--- config.mk ---
export PLATFORM = sky130hd
export DESIGN_NAME = ra_alt_select
export DESIGN_NICKNAME = d
export VERILOG_FILES = /design/src/rtl/ra_alt_pkg.sv /design/src/rtl/ra_chan_check.sv /design/src/rtl/ra_cfg_qualify.sv /design/src/rtl/ra_merge.sv /design/src/rtl/ra_alt_select.sv
export SDC_FILE = /design/constraint.sdc
export NUM_CORES = 1
export LEC_CHECK = 0
export BUFFER_PORTS_ARGS = -buffer_cell sky130_fd_sc_hd__buf_2
export CORE_MARGIN = 1
export CORE_UTILIZATION = 45
export DETAILED_ROUTE_END_ITERATION = 8
export PLACE_DENSITY_LB_ADDON = 0.12
export REMOVE_ABC_BUFFERS = 1
export SYNTH_ARGS = -nofsm -noshare
export SYNTH_HDL_FRONTEND = slang
export SYNTH_SLANG_ARGS = --single-unit
--- constraint.sdc ---
create_clock -name clk -period 5.25 [get_ports clk]
set_clock_uncertainty 0.05 [all_clocks]
set_input_delay 1.05 -clock clk [delete_from_list [all_inputs] [get_ports clk]]
set_output_delay 1.05 -clock clk [all_outputs]
set_load 0.005 [all_outputs]
--- src/rtl/ra_alt_pkg.sv ---
package ra_alt_pkg;
  localparam int FORCED_FT       = 250;
  localparam int LOW_HEIGHT_FT   = 50;
  localparam int LOCK_SPEED_KT   = 200;
  localparam int SINGLE_SPEED_KT = 180;
  localparam logic [1:0] SSM_NORMAL = 2'b11;
endpackage

--- src/rtl/ra_chan_check.sv ---
module ra_chan_check
  import ra_alt_pkg::*;
#(
  parameter int HW = 16,
  parameter int SW = 10,
  parameter int AW = 16
) (
  input  logic          clk,
  input  logic          rst,
  input  logic          tick_i,
  input  logic          stb_i,
  input  logic [HW-1:0] height_i,
  input  logic [1:0]    ssm_i,
  input  logic          par_i,
  input  logic [SW-1:0] cas_i,
  input  logic [AW-1:0] limit_i,
  output logic          ok_o,
  output logic          locked_o,
  output logic [HW-1:0] height_o
);
  logic          fresh_q, locked_q;
  logic [AW-1:0] age_q;
  logic [HW-1:0] hgt_q;
  logic          par_ok, ssm_ok, good, low_fast;

  assign par_ok   = ^{ssm_i, height_i, par_i};
  assign ssm_ok   = (ssm_i == SSM_NORMAL);
  assign good     = stb_i && par_ok && ssm_ok;
  assign low_fast = (height_i < HW'(LOW_HEIGHT_FT)) && (cas_i > SW'(LOCK_SPEED_KT));

  always_ff @(posedge clk) begin
    if (rst) begin
      fresh_q  <= 1'b0;
      locked_q <= 1'b0;
      age_q    <= '0;
      hgt_q    <= '0;
    end else if (good) begin
      fresh_q <= 1'b1;
      age_q   <= '0;
      hgt_q   <= height_i;
      if (low_fast) locked_q <= 1'b1;
    end else if (stb_i) begin
      fresh_q <= 1'b0;
    end else if (tick_i && fresh_q) begin
      if (age_q >= limit_i - AW'(1)) fresh_q <= 1'b0;
      else                           age_q   <= age_q + AW'(1);
    end
  end

  assign ok_o     = fresh_q && !locked_q;
  assign locked_o = locked_q;
  assign height_o = hgt_q;


  lock_sticky_chk: assert property (@(posedge clk) disable iff (rst)
    locked_q |=> locked_q);


  bad_parity_chk: assert property (@(posedge clk) disable iff (rst)
    (stb_i && !par_ok) |=> !fresh_q);


  bad_status_chk: assert property (@(posedge clk) disable iff (rst)
    (stb_i && !ssm_ok) |=> !ok_o);
endmodule

--- src/rtl/ra_cfg_qualify.sv ---
module ra_cfg_qualify #(
  parameter int CFG_QUAL_MS = 10000
) (
  input  logic clk,
  input  logic rst,
  input  logic tick_i,
  input  logic full_cfg_i,
  output logic qualified_o
);
  localparam int CW = $clog2(CFG_QUAL_MS + 1);

  logic [CW-1:0] cnt_q;

  always_ff @(posedge clk) begin
    if (rst || !full_cfg_i)                      cnt_q <= '0;
    else if (tick_i && cnt_q != CW'(CFG_QUAL_MS)) cnt_q <= cnt_q + CW'(1);
  end

  assign qualified_o = (cnt_q == CW'(CFG_QUAL_MS));


  cfg_restart_chk: assert property (@(posedge clk) disable iff (rst)
    !full_cfg_i |=> (cnt_q == '0));
endmodule

--- src/rtl/ra_merge.sv ---
module ra_merge
  import ra_alt_pkg::*;
#(
  parameter int HW = 16,
  parameter int SW = 10
) (
  input  logic          clk,
  input  logic          rst,
  input  logic [1:0]    v_i,
  input  logic [HW-1:0] h0_i,
  input  logic [HW-1:0] h1_i,
  input  logic [SW-1:0] cas_i,
  input  logic [HW-1:0] thresh_i,
  input  logic          qual_i,
  output logic [HW-1:0] alt_o,
  output logic          forced_o
);
  logic [HW-1:0] diff, half, alt_d;
  logic [HW:0]   sum;
  logic          forced_d;

  assign diff = (h0_i >= h1_i) ? (h0_i - h1_i) : (h1_i - h0_i);
  assign sum  = {1'b0, h0_i} + {1'b0, h1_i};
  assign half = sum[HW:1];

  always_comb begin
    alt_d    = HW'(FORCED_FT);
    forced_d = 1'b1;
    case (v_i)
      2'b11: begin
        if (diff <= thresh_i || qual_i) begin
          alt_d    = half;
          forced_d = 1'b0;
        end
      end
      2'b01, 2'b10: begin
        if (cas_i <= SW'(SINGLE_SPEED_KT)) begin
          alt_d    = v_i[0] ? h0_i : h1_i;
          forced_d = 1'b0;
        end
      end
      default: ;
    endcase
  end

  always_ff @(posedge clk) begin
    if (rst) begin
      alt_o    <= HW'(FORCED_FT);
      forced_o <= 1'b1;
    end else begin
      alt_o    <= alt_d;
      forced_o <= forced_d;
    end
  end


  none_forced_chk: assert property (@(posedge clk) disable iff (rst)
    (v_i == 2'b00) |=> (forced_o && alt_o == HW'(FORCED_FT)));


  single_slow_chk: assert property (@(posedge clk) disable iff (rst)
    ($countones(v_i) == 1 && cas_i <= SW'(SINGLE_SPEED_KT)) |=> !forced_o);


  single_fast_chk: assert property (@(posedge clk) disable iff (rst)
    ($countones(v_i) == 1 && cas_i > SW'(SINGLE_SPEED_KT)) |=> forced_o);
endmodule

--- src/rtl/ra_alt_select.sv ---
module ra_alt_select #(
  parameter int HW          = 16,
  parameter int SW          = 10,
  parameter int AW          = 16,
  parameter int CFG_QUAL_MS = 10000
) (
  input  logic          clk,
  input  logic          rst,
  input  logic          tick_ms,
  input  logic          ra0_stb,
  input  logic [HW-1:0] ra0_height,
  input  logic [1:0]    ra0_ssm,
  input  logic          ra0_par,
  input  logic          ra1_stb,
  input  logic [HW-1:0] ra1_height,
  input  logic [1:0]    ra1_ssm,
  input  logic          ra1_par,
  input  logic [SW-1:0] cas_kt,
  input  logic          full_cfg,
  input  logic [HW-1:0] diff_thresh,
  input  logic [AW-1:0] refresh_ms,
  output logic [HW-1:0] alt_ft,
  output logic          alt_forced,
  output logic [1:0]    ra_ok,
  output logic [1:0]    ra_locked
);
  localparam int NSRC = 2;

  logic          stb_a [NSRC];
  logic [HW-1:0] hin_a [NSRC];
  logic [1:0]    ssm_a [NSRC];
  logic          par_a [NSRC];
  logic [HW-1:0] hq_a  [NSRC];
  logic          qual;

  assign stb_a[0] = ra0_stb;    assign stb_a[1] = ra1_stb;
  assign hin_a[0] = ra0_height; assign hin_a[1] = ra1_height;
  assign ssm_a[0] = ra0_ssm;    assign ssm_a[1] = ra1_ssm;
  assign par_a[0] = ra0_par;    assign par_a[1] = ra1_par;

  for (genvar g = 0; g < NSRC; g++) begin : g_src
    ra_chan_check #(.HW(HW), .SW(SW), .AW(AW)) u_chan (
      .clk      (clk),
      .rst      (rst),
      .tick_i   (tick_ms),
      .stb_i    (stb_a[g]),
      .height_i (hin_a[g]),
      .ssm_i    (ssm_a[g]),
      .par_i    (par_a[g]),
      .cas_i    (cas_kt),
      .limit_i  (refresh_ms),
      .ok_o     (ra_ok[g]),
      .locked_o (ra_locked[g]),
      .height_o (hq_a[g])
    );
  end

  ra_cfg_qualify #(.CFG_QUAL_MS(CFG_QUAL_MS)) u_cfg (
    .clk         (clk),
    .rst         (rst),
    .tick_i      (tick_ms),
    .full_cfg_i  (full_cfg),
    .qualified_o (qual)
  );

  ra_merge #(.HW(HW), .SW(SW)) u_merge (
    .clk      (clk),
    .rst      (rst),
    .v_i      (ra_ok),
    .h0_i     (hq_a[0]),
    .h1_i     (hq_a[1]),
    .cas_i    (cas_kt),
    .thresh_i (diff_thresh),
    .qual_i   (qual),
    .alt_o    (alt_ft),
    .forced_o (alt_forced)
  );


  disagree_forced_chk: assert property (@(posedge clk) disable iff (rst)
    (ra_ok == 2'b11 && !qual &&
     ((hq_a[0] > hq_a[1]) ? (hq_a[0] - hq_a[1]) : (hq_a[1] - hq_a[0])) > diff_thresh)
    |=> alt_forced);
endmodule

After elaboration in Yosys (flattened, before gate mapping). Cells that the tools add are included.

Equality and inequality tests: 7. Bitwise gates (word level): 4. Mux-type cells: 16. $add $sub $neg: 7. Magnitude comparators: 8. Reduce and logical (&&, ||, !) cells: 31.

Operators by type and width (count): $mux 16 (4); $ge 16x16->1 (3); $reduce_xor 19->1 (2); $add 16x1->16 const B (2); $lt 16x6->1 const B (2); $pmux 16 s2 (1); $sub 16x16->16 (2); $add 16x16->17 (1); $le 16x16->1 (1); $sub 16x1->16 const B (1); $add 14x1->14 const B (1); $eq 14x14->1 const B (1); $ne 14x14->1 const B (1); $reduce_bool 3->1 (4); $logic_and 1x1->1 (11); $gt 10x8->1 const B (1); $le 10x8->1 const B (1); $mux 1 (10); $eq 2x2->1 const B (4); $reduce_and 2->1 (4); $reduce_and 3->1 (2); $reduce_or 2->1 (3); $not 1->1 (4); $logic_not 1->1 (3); other kinds (3) (4).

Input port bits: 86. Output and inout port bits: 21. Flip-flop bits (word level): 99.

Longest topological paths before layout. Gate-level depths: netlist (run 1).

Word-level depth: 6. Mapped depth: 19.

Cells and area by module. A second synthesis (run 1) with hierarchy kept.

Cells, all modules: 1095. Area total of the unflattened synthesis: 8966.1 um^2.

Modules (own cells, without submodules): ra_merge (cells each 495, seq. area each 340.3 um^2, times used 1, area each 3565.9 um^2); ra_chan_check (g_src[0].u_chan) (cells each 258, seq. area each 680.7 um^2, times used 1, area each 2324.7 um^2); ra_chan_check (g_src[1].u_chan) (cells each 255, seq. area each 680.7 um^2, times used 1, area each 2321.0 um^2); ra_cfg_qualify (cells each 87, seq. area each 280.3 um^2, times used 1, area each 754.5 um^2).

Worst setup path after synthesis (run 1). Ideal clock, no wire load.

Kind: input to register. Start point: input refresh_ms[9]. End point: register g_src[1].u_chan.age_q[7]. Data arrival time: 4.415 ns. Stages: 12. Slack: 0.715 ns. Library setup time: 0.070 ns. Cell sequence: or4_1 > or3_1 > or3_1 > nor3_1 > xnor2_1 > ha_1 > and4_1 > a211o_1 > a211oi_2 > nand2_1 > or3_1 > a21oi_1.

Longest elaborated chain between the ends: 4.

Ends and longest elaborated chain: start: declaration (RTL line ra_alt_select.sv:21) `input logic [AW-1:0] refresh_ms,`; $sub 16x1->16 (RTL line ra_chan_check.sv:45) `if (age_q >= limit_i - AW'(1)) fresh_q <= 1'b0;`; $ge 16x16->1 (RTL line ra_chan_check.sv:45); $not 1->1 (no source line); $reduce_and 3->1 (no source line); end signal: assignment (RTL line ra_chan_check.sv:46) `else age_q <= age_q + AW'(1);`; end: declaration (RTL line ra_chan_check.sv:22) `logic [AW-1:0] age_q;`.

Every way passes these cells. A chain may end at the register's enable or synchronous reset.

Final worst setup path (run 1).
Start point: register g_src[0].u_chan.hgt_q[0]. End point: register u_merge.alt_o[9].

Longest elaborated chain between the ends: 6.

Ends and longest elaborated chain: start: declaration (RTL line ra_chan_check.sv:23) `logic [HW-1:0] hgt_q;`; start signal: assignment (RTL line ra_chan_check.sv:40) `hgt_q <= height_i;`; $sub 16x16->16 / $ge 16x16->1 (equally long branches) (RTL line ra_merge.sv:22) `assign diff = (h0_i >= h1_i) ? (h0_i - h1_i) : (h1_i - h0_i);`; $mux 16 (RTL line ra_merge.sv:22); $le 16x16->1 (RTL line ra_merge.sv:31) `if (diff <= thresh_i || qual_i) begin`; $logic_or 1x1->1 (RTL line ra_merge.sv:31); $mux 16 (*) (RTL line ra_merge.sv:31); $pmux 16 s2 (*) (RTL line ra_merge.sv:29) `case (v_i)`; end signal: assignment (RTL line ra_merge.sv:48) `alt_o <= HW'(FORCED_FT);`; end signal: assignment (RTL line ra_merge.sv:51) `alt_o <= alt_d;`; end: declaration (RTL line ra_merge.sv:15) `output logic [HW-1:0] alt_o,`.

Every way passes the cells marked *; elsewhere a longest branch is shown, timed or not.

==> results of run 1 <==
## repair_timing
item / CTS / global route
buffers inserted: 0 / 0
endpoints found under the setup margin: 0 / 7
gates resized for setup: 0 / 1
## power groups by stage
stage	sequential, mW	clock, mW	combinational, mW
6_report	0.805	0.668	1.44
3_5_place_dp	0.822	0	1.43
5_1_grt	0.809	0.721	1.61
2_1_floorplan	0.815	0	1.05
4_1_cts	0.804	0.687	1.44
3_3_place_gp	0.820	0	1.42
## cell usage after synthesis (all sizes together) (20+ instances only)
cell,instances
xor2,30
inv,82
a21oi,76
nand2,60
nor3,20
nand4,20
o21ai,52
nor2,117
nand3,30
xnor2,70
clkbuf,22
ha,102
mux2i,42
dfxtp,99
## metal layers
| metal | up-vias | part of all wire | track usage | wire length (um) |
|---|---|---|---|---|
| met5 | - | 0 | 0 | 0 |
| met4 | 0 | 0.011 | 0.0586 | 235 |
| met3 | 11 | 0.042 | 0.0430 | 909 |
| met2 | 147 | 0.49 | 0.416 | 10600 |
| met1 | 3433 | 0.46 | 0.294 | 9810 |
| li1 | 3813 | - | - | - |
## registers in the layout, summed over array words and instances, names as in the netlist
name / flops
g_src.u_chan.age_q: 32
g_src.u_chan.fresh_q: 2
g_src.u_chan.height_o: 32
g_src.u_chan.locked_o: 2
u_cfg.cnt_q: 14
u_merge.alt_o: 16
u_merge.forced_o: 1
## through the flow
step	cells	hold slack (ns)	power, mW
after floorplan	988	0.411	1.87
after global placement	1345	0.415	2.24
after detailed placement	1345	0.416	2.25
after CTS	1360	0.432	2.93
after global routing	1360	0.473	3.14
final	1361	0.428	2.91
## cell usage in the layout, fill, tap and decap left out, drive strengths merged, types with 4 or more instances in the layout
cell type	synthesis	final
inv	82	84
buf	16	128
a21o	13	13
o211ai	4	4
o21ai	52	52
a21oi	76	76
xnor2	70	70
a2111oi	5	5
nand3	30	30
a211oi	7	7
and4	5	5
and3	13	13
o21bai	4	4
nand2	60	60
a211o	4	4
nor4b	5	5
nand2b	9	9
nor2b	7	7
nand4	20	20
dfxtp	99	99
or3	16	16
nor2	117	117
clkbuf	22	10
o21a	7	7
o311ai	5	5
ha	102	102
nor3	20	20
o31ai	5	5
or2	6	6
o22ai	10	10
xor2	30	30
mux2i	42	42
and2	6	6
nor4	16	16
## worst paths after layout
kind | startpoint | to | cells past startpoint
setup / recovery | g_src[0].u_chan.height_o[0] | u_merge.alt_o[9] | 20
hold / removal | g_src[1].u_chan.locked_o | g_src[1].u_chan.locked_o | 2
setup reg to reg | g_src[0].u_chan.height_o[0] | u_merge.alt_o[9] | 20
hold reg to reg | g_src[1].u_chan.locked_o | g_src[1].u_chan.locked_o | 2
## worst max-delay path: cells and delay by family (launching register included)
| family | cells | cell delay [ns] |
|---|---|---|
| AO/OA/AOI/OAI | 8 | 1.74 |
| XOR/XNOR | 1 | 0.10 |
| adder cells (fa/ha/maj) | 3 | 0.84 |
| buffers and inverters | 4 | 0.54 |
| flip-flops | 1 | 0.34 |
| multiplexers | 1 | 0.36 |
| AND/OR/NAND/NOR | 3 | 0.81 |
## final cells by class
cell class,count,share of cell area
multi-input cells,807,0.618
clock inverters,5,0.00670
flip-flops and latches,99,0.212
inverters,82,0.0330
well taps,229,0.0307
diodes,1,0.000268
clock buffers,10,0.0245
repair buffers,128,0.0745
## cell families after synthesis
family,synth area share
xor+xnor,0.112
compound gates,0.173
fa+ha+maj,0.162
buf+inv,0.0587
mux,0.0538
flops,0.241
simple gates,0.199
==> run metrics, run 1 <==
H-Tree Depth 3; # Max-Cap Violations 0; DR DRC count 0; crit-path cells inv_1, ha_1, inv_1, fa_1, a21o_1, a2111oi_1, buf_4, o311ai_1, a21oi_2, mux2_2, a211oi_1, xnor2_1, ha_1, nand4_1, nor4_1, a22o_1, o311a_1, nand3b_1, buf_4, o22ai_1; Worst Setup Path Type reg -> reg; achievable frequency 202 MHz; initial antenna violation count 0; Core Util, Final 0.520; count of nets after finishing about 1300; setup TNS 0 ns; Total GRT Usage 0.236; max_slew headroom 0.258; WL final 21.5 mm; number of DRC markers in iteration 0 371; CP endpoint kind register; Synth Area per Inst 8.02 sq um; Psw between 1 and 1.5 mW; clk sinks 99; Final HPWL DP 17.6 mm; share of cells above drive strength 1 0.141; Syn. warnings 0; Worst EP required 5.41 ns; Post-DP Area 0.00904 sq mm; first-pass GRT wire length 34.1 mm; RSZ-0062 raised after global routing no; Crit-path slowest cell a2111oi_1; area occupied by multi-input gates 0.00577 sq mm; crit path DAT 5.11 ns; Area Growth Syn to Fin 13.4%; Sequential Power Share 0.276; Yosys top cell area share 0.241; hold-fix buffer count after cts 0; I/O Pins 107; Pleak about 4.1 nW; mapped cell area 0.00823 sq mm; Slew Viols, Final 0; post-route clock period utilization 0.943; die area ~0.019 sq mm; final hold violations 0; Logic pwr share 0.494; Remaining Overflow, GRT 0; Cell Int Power 1.81 mW; cts bufs inserted 9; post-layout min period 4.95 ns; vias per cell 5.44; row count slightly below 50; sw frac 0.380; pre-CTS WS 0.333 ns; port buffer count 106; register cell area after layout 0.00198 sq mm; Yosys cell types 67; wire length per cell 15.8 um; Layout fillers 1775; Post-synth EDFFs 0; Root Buffer clkbuf_16; fin worst setup slack about 0.30 ns; Design Area, Final 0.00933 sq mm; worst skew pair latency 0.35 ns; Main synth FF type dfxtp_1; clock share of power 0.229; crit-path max FO 7; synthesized netlist cell count 1026; status completed; First-pass DRT Iterations 5; crit-path max cell delay between 0.3 and 0.4 ns; chip width 137 um; CP Launch Type register; r2r setup slk 0.30 ns; power density over the cells 312 mW/mm^2; Antenna Nets Post-Route 0; largest net degree at the start of global routing 34; routability cong. between 0.9 and 1; final setup vio count 0; CTS tree yes; Core Footprint roughly 0.018 sq mm; vias in the first global route 6833; Peak VDD IR 0.277 mV; chip height 137 um; Synth async-reset ratio 0; post-synthesis sequential area ratio 0.241; via count ~7400; leading area contributor after synthesis dfxtp_1; Area contributors post-synth dfxtp_1, ha_1, xnor2_1; CTS clk-pin slew, worst paths 0.07 ns; Seq cells post-synth between 90 and 100; worst slew pin tran 1.11 ns; Initial Util 0.458; worst hold path type reg -> reg; Clock Path Buffers 2
No activity file was read; power rests on OpenSTA's default activity.
==> run 2: changes to the inputs <==
--- a/config.mk
+++ b/config.mk
@@ -5,7 +5,9 @@
 export SDC_FILE = /design/constraint.sdc
 export NUM_CORES = 1
 export LEC_CHECK = 0
+export ABC_AREA = 1
 export BUFFER_PORTS_ARGS = -buffer_cell sky130_fd_sc_hd__buf_2
+export CAP_MARGIN = 20
 export CORE_MARGIN = 1
 export CORE_UTILIZATION = 45
 export DETAILED_ROUTE_END_ITERATION = 8
==> constraint.sdc (replaced) <==
create_clock -name clk -period 4.7 [get_ports clk]
set_clock_uncertainty 0.05 [all_clocks]
set_input_delay 0.94 -clock clk [delete_from_list [all_inputs] [get_ports clk]]
set_output_delay 0.94 -clock clk [all_outputs]
set_load 0.005 [all_outputs]
==> run 2 against run 1 <==
Effect of this change:
- setup slack better by 0.17 ns
- worst hold slack improved by 0.0095 ns
- cell count increased by 42%
- first-iteration DRC count increased by 68%
- wire length grew 29%
- via count grew 34%
- maximum frequency increased by 17%
- count of clock-buffer cells in the layout decreased by 1
- critical path depth is 1 lower
- sequential power up 9.8%
- cell area up 15%
- largest power group unchanged
==> run metrics, run 2 <==
vias per cell ~5; Core Util, Final 0.508; post_cts resized 0; Antenna Nets Post-Route 0; Synth async-reset ratio 0; Area Growth Syn to Fin 9.89%; Worst EP required 4.92 ns; row count 53; cell repeated most along the worst path nand2_1; hold path depth 2; crit-path max cell delay 0.45 ns; achievable frequency 236 MHz; CTS tree yes; clock share of power 0.244; Syn. warnings 0; I/O Pins between 100 and 150; most common cell after layout, fill and taps aside nand2_1; worst skew pair latency ~0.36 ns; CP endpoint kind register; Cell Int Power 1.71 mW; chip height 150 um; Remaining Overflow, GRT 0; post-layout min period about 4.2 ns; initial antenna violation count 0; largest net degree at the start of global routing 35; DR DRC count 0; wire length per cell 14.4 um; leading area contributor after synthesis dfxtp_1; count of nets after finishing 1841; First-pass DRT Iterations 6; vias in the first global route 8925; Synth Area per Inst 6.28 sq um; via count between 9000 and 10000; pre-CTS WS 0.443 ns; commonest cells after routing, fill and taps aside nand2_1, inv_1, nor2_1; Post-synth EDFFs 0; routability cong. 0.940; crit path DAT 4.46 ns; Pleak 5.52 nW; top-count cell post-synth nand2_1; WL final about 28 mm; Post-CTS Setup Bufs 0; Sequential Power Share 0.290; final hold violations 0; cts bufs inserted 9; Total GRT Usage 0.252; mapped cell area between 0.009 and 0.01 sq mm; Worst Setup Path Type reg -> reg; Yosys top cell area share 0.202; Clock Path Buffers 2; hold-fix buffer count after cts 0; post-synthesis sequential area ratio 0.202; CTS clk-pin slew, worst paths 0.07 ns; chip width 150 um; Slew Viols, Final 0; H-Tree Depth 3; # Max-Cap Violations 0; Core Footprint 0.0212 sq mm; CP Depth 19; CP Launch Type register; max_slew headroom 0.467; synthesized netlist cell count 1563; crit-path cells inv_1, ha_1, a21oi_1, nor2_1, nor2_1, nand2_1, o211ai_2, nand2_2, inv_2, nand2_1, nand2_1, inv_1, ha_1, nand2_1, nor4_1, a21boi_0, nand2_1, nand4_1, a21oi_1; power density over the cells 282 mW/mm^2; Seq cells post-synth 99; Area contributors post-synth dfxtp_1, nand2_1, ha_1; clk sinks 99; Initial Util 0.462; fin worst setup slack 0.469 ns; final setup vio count 0; Final HPWL DP between 20 and 25 mm; register cell area after layout 0.00198 sq mm; Logic pwr share 0.465; Peak VDD IR approximately 0.15 mV; setup TNS 0 ns; area occupied by multi-input gates 0.00674 sq mm; worst hold path type reg -> reg; n_diodes 0; die area 0.0224 sq mm; Root Buffer clkbuf_16; Yosys cell types 47; share of cells above drive strength 1 0.108; worst slew pin tran 0.800 ns; status completed; first-pass GRT wire length 44.8 mm; Crit-path slowest cell ha_1; R2R depth 19; number of DRC markers in iteration 0 624; Psw 1.33 mW; delay-heaviest family, CP simple AND/OR/NAND/NOR gates; port buffer count 106; crit-path max FO 17; Buf/Inv on CP 3; sw frac 0.438; top cells by count, synth nand2_1, inv_1, nor2_1; RSZ-0062 raised after global routing no; post-route clock period utilization 0.900; Main synth FF type dfxtp_1; Layout fillers 2283
## run 2: worst paths after layout
kind	from	end	slack [ns]
worst max register to register	g_src[0].u_chan.height_o[5]	u_merge.alt_o[10]	0.47
worst min register to register	g_src[1].u_chan.locked_o	g_src[1].u_chan.locked_o	0.44
worst max-delay path	g_src[0].u_chan.height_o[5]	u_merge.alt_o[10]	0.47
worst min-delay path	g_src[1].u_chan.locked_o	g_src[1].u_chan.locked_o	0.44
## run 2: per-layer routing
metal	track usage	wire length, um	vias up
li1	-	-	5209
met1	0.372	14300	4405
met2	0.373	11500	253
met3	0.0454	1530	29
met4	0.0622	434	0
met5	0	0	-
## run 2: kinds of logic after synthesis
family          after synthesis  share of synthesized area
buf+inv                     261                      0.111
fa+ha+maj                   105                      0.136
xor+xnor                     82                     0.0732
compound gates              204                      0.121
simple gates                812                      0.357
flops                        99                      0.202
## run 2: final cells by class
type | count | share of cell area
clock buffer | 9 | 0.0209
clock inverter | 7 | 0.00522
inverter | 222 | 0.0773
multi-input combinational | 1203 | 0.625
sequential | 99 | 0.184
tap | 275 | 0.0319
timing repair buffer | 115 | 0.0555
## run 2: worst reg2reg max path, stage by stage, from the launching register on
cell and delay [ns]:
dfxtp_1 0.38, inv_1 0.08, ha_1 0.45, a21oi_1 0.36, nor2_1 0.11, nor2_1 0.10, nand2_1 0.09, o211ai_2 0.16
nand2_2 0.22, inv_2 0.26, nand2_1 0.08, nand2_1 0.07, inv_1 0.04, ha_1 0.28, nand2_1 0.08, nor4_1 0.36
a21boi_0 0.19, nand2_1 0.45, nand4_1 0.18, a21oi_1 0.16
## run 2: power groups by stage
stage	combinational [mW]	clock (mW)	sequential, mW
final	1.42	0.744	0.884
after global routing	1.62	0.790	0.888
after CTS	1.41	0.759	0.884
after detailed placement	1.41	0	0.904
after global placement	1.40	0	0.902
after floorplan	1.04	0	0.899
## run 2: metrics by stage
step	power [mW]	cells	instance area (sq um)	hold WS (ns)
after global placement	2.30	1914	10500	0.417
after global routing	3.30	1930	10800	0.464
after floorplan	1.93	1524	9550	0.396
after CTS	3.06	1930	10800	0.433
final	3.04	1930	10800	0.437
after detailed placement	2.31	1914	10500	0.418
